$ cat src/rtl/fpcsr_pkg.sv
package fpcsr_pkg;
  localparam int unsigned NUM_EXC = 5;
  localparam int unsigned RND_W   = 2;
  localparam int unsigned NUM_RND = 1 << RND_W;
  localparam int unsigned RND_LSB = 0;
  localparam int unsigned STK_LSB = RND_LSB + RND_W;
  localparam int unsigned ENA_LSB = STK_LSB + NUM_EXC;
  localparam int unsigned CSR_W   = ENA_LSB + NUM_EXC;

  typedef enum int unsigned {
    EXC_INEXACT = 0,
    EXC_DIVZERO = 1,
    EXC_INVALID = 2,
    EXC_OVERFLOW = 3,
    EXC_UNDERFLOW = 4
  } exc_idx_e;

  typedef logic [NUM_EXC-1:0] exc_vec_t;
endpackage

$ cat src/rtl/fpcsr_op_acc.sv
module fpcsr_op_acc
  import fpcsr_pkg::*;
(
  input  logic     clk_i,
  input  logic     rst_ni,
  input  logic     start_i,
  input  exc_vec_t raise_i,
  output exc_vec_t acc_o,
  output exc_vec_t eff_o
);
  exc_vec_t acc_q;

  always_ff @(posedge clk_i or negedge rst_ni) begin
    if (!rst_ni)      acc_q <= '0;
    else if (start_i) acc_q <= '0;
    else              acc_q <= acc_q | raise_i;
  end

  assign acc_o = acc_q;
  // flags seen by an end in this cycle include the current report
  assign eff_o = acc_q | raise_i;
endmodule

$ cat src/rtl/fpcsr_round.sv
module fpcsr_round
  import fpcsr_pkg::*;
(
  input  logic               clk_i,
  input  logic               rst_ni,
  input  logic               wr_en_i,
  input  logic [RND_W-1:0]   wr_rnd_i,
  input  logic               start_i,
  output logic [RND_W-1:0]   rnd_o,
  output logic [NUM_RND-1:0] sel_o
);
  logic [RND_W-1:0]   rnd_q;
  logic [NUM_RND-1:0] sel_q, sel_d;

  always_comb begin
    sel_d = '0;
    for (int i = 0; i < NUM_RND; i++)
      if (rnd_q == RND_W'(i)) sel_d[i] = 1'b1;
  end

  always_ff @(posedge clk_i or negedge rst_ni) begin
    if (!rst_ni) begin
      rnd_q <= '0;
      sel_q <= NUM_RND'(1);
    end else begin
      if (wr_en_i) rnd_q <= wr_rnd_i;
      if (start_i) sel_q <= sel_d;
    end
  end

  assign rnd_o = rnd_q;
  assign sel_o = sel_q;
endmodule

$ cat src/rtl/fpcsr_sticky.sv
module fpcsr_sticky
  import fpcsr_pkg::*;
(
  input  logic     clk_i,
  input  logic     rst_ni,
  input  logic     wr_en_i,
  input  exc_vec_t wr_sticky_i,
  input  exc_vec_t wr_enable_i,
  input  logic     end_i,
  input  exc_vec_t eff_i,
  output exc_vec_t sticky_o,
  output exc_vec_t enable_o,
  output logic     trap_o,
  output exc_vec_t cause_o
);
  exc_vec_t sticky_q, enable_q, cause_d, cause_q, set_d;
  logic     trap_q;

  for (genvar g = 0; g < NUM_EXC; g++) begin : g_bit
    assign set_d[g]   = !wr_en_i && end_i && eff_i[g] && !sticky_q[g];
    assign cause_d[g] = set_d[g] && enable_q[g];

    always_ff @(posedge clk_i or negedge rst_ni) begin
      if (!rst_ni) begin
        sticky_q[g] <= 1'b0;
        enable_q[g] <= 1'b0;
      end else if (wr_en_i) begin
        sticky_q[g] <= wr_sticky_i[g];
        enable_q[g] <= wr_enable_i[g];
      end else if (set_d[g]) begin
        sticky_q[g] <= 1'b1;
      end
    end
  end

  always_ff @(posedge clk_i or negedge rst_ni) begin
    if (!rst_ni) begin
      trap_q  <= 1'b0;
      cause_q <= '0;
    end else begin
      trap_q  <= |cause_d;
      cause_q <= cause_d;
    end
  end

  assign sticky_o = sticky_q;
  assign enable_o = enable_q;
  assign trap_o   = trap_q;
  assign cause_o  = cause_q;
endmodule

$ cat src/rtl/fpu_status_ctrl.sv
module fpu_status_ctrl
  import fpcsr_pkg::*;
(
  input  logic               clk_i,
  input  logic               rst_ni,
  input  logic               op_start_i,
  input  logic               op_end_i,
  input  logic [NUM_EXC-1:0] exc_raise_i,
  input  logic               wr_en_i,
  input  logic [CSR_W-1:0]   wr_data_i,
  output logic [CSR_W-1:0]   csr_o,
  output logic [NUM_EXC-1:0] op_flags_o,
  output logic [NUM_RND-1:0] rnd_sel_o,
  output logic               trap_o,
  output logic [NUM_EXC-1:0] trap_cause_o
);
  exc_vec_t         eff, sticky, enable;
  logic [RND_W-1:0] rnd;

  fpcsr_op_acc u_acc (
    .clk_i   (clk_i),
    .rst_ni  (rst_ni),
    .start_i (op_start_i),
    .raise_i (exc_raise_i),
    .acc_o   (op_flags_o),
    .eff_o   (eff)
  );

  fpcsr_round u_rnd (
    .clk_i    (clk_i),
    .rst_ni   (rst_ni),
    .wr_en_i  (wr_en_i),
    .wr_rnd_i (wr_data_i[RND_LSB +: RND_W]),
    .start_i  (op_start_i),
    .rnd_o    (rnd),
    .sel_o    (rnd_sel_o)
  );

  fpcsr_sticky u_stk (
    .clk_i       (clk_i),
    .rst_ni      (rst_ni),
    .wr_en_i     (wr_en_i),
    .wr_sticky_i (wr_data_i[STK_LSB +: NUM_EXC]),
    .wr_enable_i (wr_data_i[ENA_LSB +: NUM_EXC]),
    .end_i       (op_end_i),
    .eff_i       (eff),
    .sticky_o    (sticky),
    .enable_o    (enable),
    .trap_o      (trap_o),
    .cause_o     (trap_cause_o)
  );

  assign csr_o = {enable, sticky, rnd};
endmodule

$ cat config.mk
export PLATFORM = sky130hd
export DESIGN_NAME = fpu_status_ctrl
export DESIGN_NICKNAME = d
export VERILOG_FILES = /design/src/rtl/fpcsr_pkg.sv /design/src/rtl/fpcsr_op_acc.sv /design/src/rtl/fpcsr_round.sv /design/src/rtl/fpcsr_sticky.sv /design/src/rtl/fpu_status_ctrl.sv
export SDC_FILE = /design/constraint.sdc
export NUM_CORES = 1
export LEC_CHECK = 0
export BUFFER_PORTS_ARGS = -buffer_cell sky130_fd_sc_hd__buf_2
export CAP_MARGIN = 20
export CORE_MARGIN = 5
export CORE_UTILIZATION = 25
export CTS_BUF_LIST = sky130_fd_sc_hd__clkbuf_2
export CTS_CLUSTER_SIZE = 10
export DETAILED_ROUTE_END_ITERATION = 12
export GPL_TIMING_DRIVEN = 0
export PLACE_DENSITY = 0.52
export SYNTH_ARGS = -nofsm -noshare
export SYNTH_HDL_FRONTEND = slang
export SYNTH_HIERARCHICAL = 1
export SYNTH_SLANG_ARGS = --single-unit
$ cat constraint.sdc
create_clock -name clk_i -period 1.4 [get_ports clk_i]
set_input_delay 0.14 -clock clk_i [delete_from_list [all_inputs] [get_ports clk_i]]
set_output_delay 0.14 -clock clk_i [all_outputs]
set_load 0.005 [all_outputs]
==> summary.md <==
| Metric | Value |
|---|---|
| N_diodes | 0 |
| Num ports | 49 |
| R2R Setup Slk | 0.01 ns |
| First-pass GRT wire length | 4170 um |
| H-tree Lvls | 1 |
| Slew @ Worst Pin | 0.594 ns |
| Syn nets | 115 |
| Largest net degree at the start of global routing | 28 |
| Worst slew margin | 0.604 |
| Layout area overhead | 48.5% |
| Critical Path RT | 1.67 ns |
| CP max-delay cell | dlygate4sd3_1 |
| HP Class | in2reg |
| Count of final hold-check violations | 0 |
| Final wirelength | 2680 um |
| TritonCTS clock tree | built |
| Startpoint Class | input port |
| Skew-Pair Late Insertion Delay | 0.35 ns |
| Peak supply drop | 0.395 mV |
| Count of cell types in the netlist | 23 |
| Fin crit period | 1.39 ns |
| Crit-path cells | dlygate4sd3_1 -> buf_2 -> or2_1 -> nand2_1 -> nor3_1 -> or4_1 |
| Row Count | 23 |
| Clock tree buffer depth | 2 |
| Core area | 0.00406 mm2 |
| CTS Buf Count | 3 |
| RSZ-0062 raised after global routing | yes |
| WP data arrival | 1.66 ns |
| Root buf cell | clkbuf_2 |
| Max-Cap Viols | 0 |
| Syn Area/Cell | 11.5 um2 |
| Mapped cell area | 0.00107 mm2 |
| Final GP Congestion | 0.700 |
| Die H | 75.4 um |
| Register area share after synthesis | 0.633 |
| Tcrit/Tclk final | 0.993 |
| Critical path class | in2reg |
| DR vias | 928 |
| Final setup TNS | 0 ns |
| Reg area | 677 um2 |
| Post-DRT Antenna Nets | 0 |
| Vias in the first global route | 927 |
| Run status | complete, no violations |
| Final Non-Filler Cells | 215 |
| Clock-pin slew on the worst setup and hold paths | 0.26 ns |
| Multi-input combinational cell area | 364 um2 |
| Initial core utilization | 0.263 |
| Final Skew | 0.0149 ns |
| #FFs+latches synth | 27 |
| Port bufs | 47 |
| Top fanout value on the critical path | 2 |
| Yosys warns | 6 |
| F_max | 719 MHz |
| CP endpoint kind | flop |
| # resized after CTS | 0 |
| Lkg Pwr | 0.832 nW |
| Starting DRT DRC Count | 18 |
| Die area | 0.00568 mm2 |
| Detailed-route DRC error count | 0 |
| DR pass1 iterations | 2 |
| Min Hold Slack | 0.0310 ns |
| Post-DP HPWL | 1980 um |
| Fill cell count | 419 |
| Initial antenna violation count | 0 |
| WL/cell | 12.5 um |
| Power Density | 922 mW/mm2 |
| Gr usage total | 0.0954 |
| Via/cell ratio | 4.32 |
| Mapped Cells | 93 |
| Slew Viols, Final | 0 |
| Final nets | 188 |
| CTS sink count | 27 |
| Placed cells | 190 |
| Share of layout cells above drive strength 1 | 0.388 |
| GRT overflow | 0 |
| Final setup viols | 0 |
| CP peak stage delay | 0.54 ns |
| Total power | 1.46 mW |
| Die W | 75.4 um |
-- worst paths after layout --
path / startpoint / endpoint / cells past startpoint
worst min register to register: u_stk/sticky_o[2] / u_stk/cause_o[2] / 1
worst max register to register: u_acc/acc_o[2] / u_stk/trap_o / 4
min in group asynchronous: rst_ni / u_rnd/rnd_o[0] / 2
worst max-delay path: exc_raise_i[1] / u_stk/trap_o / 6
worst min-delay path: wr_data_i[3] / u_stk/sticky_o[1] / 3
max in group asynchronous: rst_ni / u_stk/enable_o[2] / 2
-- repair_timing --
| action | 4_1_cts | 5_1_grt |
|---|---|---|
| hold endpoints to repair | 41 | 1 |
| hold buffers | 16 | 1 |
| setup endpoints to repair | 1 | 1 |
| setup buffers | 2 | 2 |
-- where the power goes --
group / switching, mW / total [mW] / internal (mW)
Combinational: 0.123 / 0.282 / 0.159
Clock: 0.228 / 0.293 / 0.0648
Sequential: 0.0415 / 0.888 / 0.847
Total: 0.392 / 1.46 / 1.07
-- layer usage --
metal,global-route usage,part of all wire,vias up,wire length (um)
met4,0.0233,0.0049,0,13
met5,0,0,-,0
met3,0.0356,0.099,2,264
li1,-,-,455,-
met2,0.160,0.46,30,1220
met1,0.116,0.44,441,1180
-- stage by stage --
| stage | instance area [um2] | setup WS [ns] | utilization |
|---|---|---|---|
| after floorplan | 1070 | 0.0513 | - |
| after global placement | 1370 | 0.0269 | 0.337 |
| after detailed placement | 1370 | 0.00292 | 0.337 |
| after CTS | 1560 | 0.0148 | 0.385 |
| after global routing | 1590 | -0.0216 | 0.391 |
| final | 1590 | 0.00966 | 0.391 |
-- layout by cell type (no fill, tap or decap), drive strengths merged --
cell,instances
nand2,16
inv,3
nor3,3
nand2b,3
nand3b,3
clkinv,1
nand4b,1
nor2,3
o22ai,1
o21ai,8
or4,1
dfstp,1
or2b,1
dlygate4sd3,17
clkbuf,4
buf,53
o21ba,5
dfrtp,26
a21oi,5
or2,5
nand3,1
mux2,4
-- worst max-delay path: cells and delay by family --
kind	cells	cell delay, ns
and+or+nand+nor	4	0.85
buffers and inverters	2	0.67
-- area by class of cell --
class	count	share of cell area
flip-flops and latches	27	0.427
clock buffers	3	0.00946
well taps	50	0.0394
plain buffers	3	0.0103
clock inverters	1	0.00315
multi-input cells	60	0.229
inverters	3	0.00710
repair buffers	68	0.274
-- state kept, by name, summed over array words and instances (netlist names) --
signal and cells:
u_stk/cause_o 5, u_acc/acc_o 5, u_rnd/sel_o 4, u_stk/sticky_o 5
u_stk/trap_o 1, u_stk/enable_o 5, u_rnd/rnd_o 2
-- synthesized netlist by cell type (all sizes together) --
master  instances  area share
a21oi           5       0.023
buf             2       0.012
clkbuf          1      0.0035
dfrtp          26        0.61
dfstp           1       0.025
inv             3       0.011
mux2            4       0.046
nand2          16       0.056
nand2b          3       0.018
nand3           1      0.0047
nand3b          3       0.021
nand4b          1      0.0082
nor2            3       0.011
nor3            3       0.019
o21ai           8       0.037
o21ba           5       0.047
o22ai           1      0.0059
or2             5       0.029
or2b            1      0.0082
or4             1      0.0070
-- kinds of logic (layout without fill, tap and decap cells) --
| logic type | count (synthesis) | after routing | synth area share |
|---|---|---|---|
| multiplexers | 4 | 4 | 0.0457 |
| AND/OR/NAND/NOR | 37 | 37 | 0.182 |
| buffers and inverters | 6 | 78 | 0.0258 |
| AO/OA/AOI/OAI | 19 | 19 | 0.114 |
| flip-flops | 27 | 27 | 0.633 |
No activity file was read; power rests on OpenSTA's default activity.
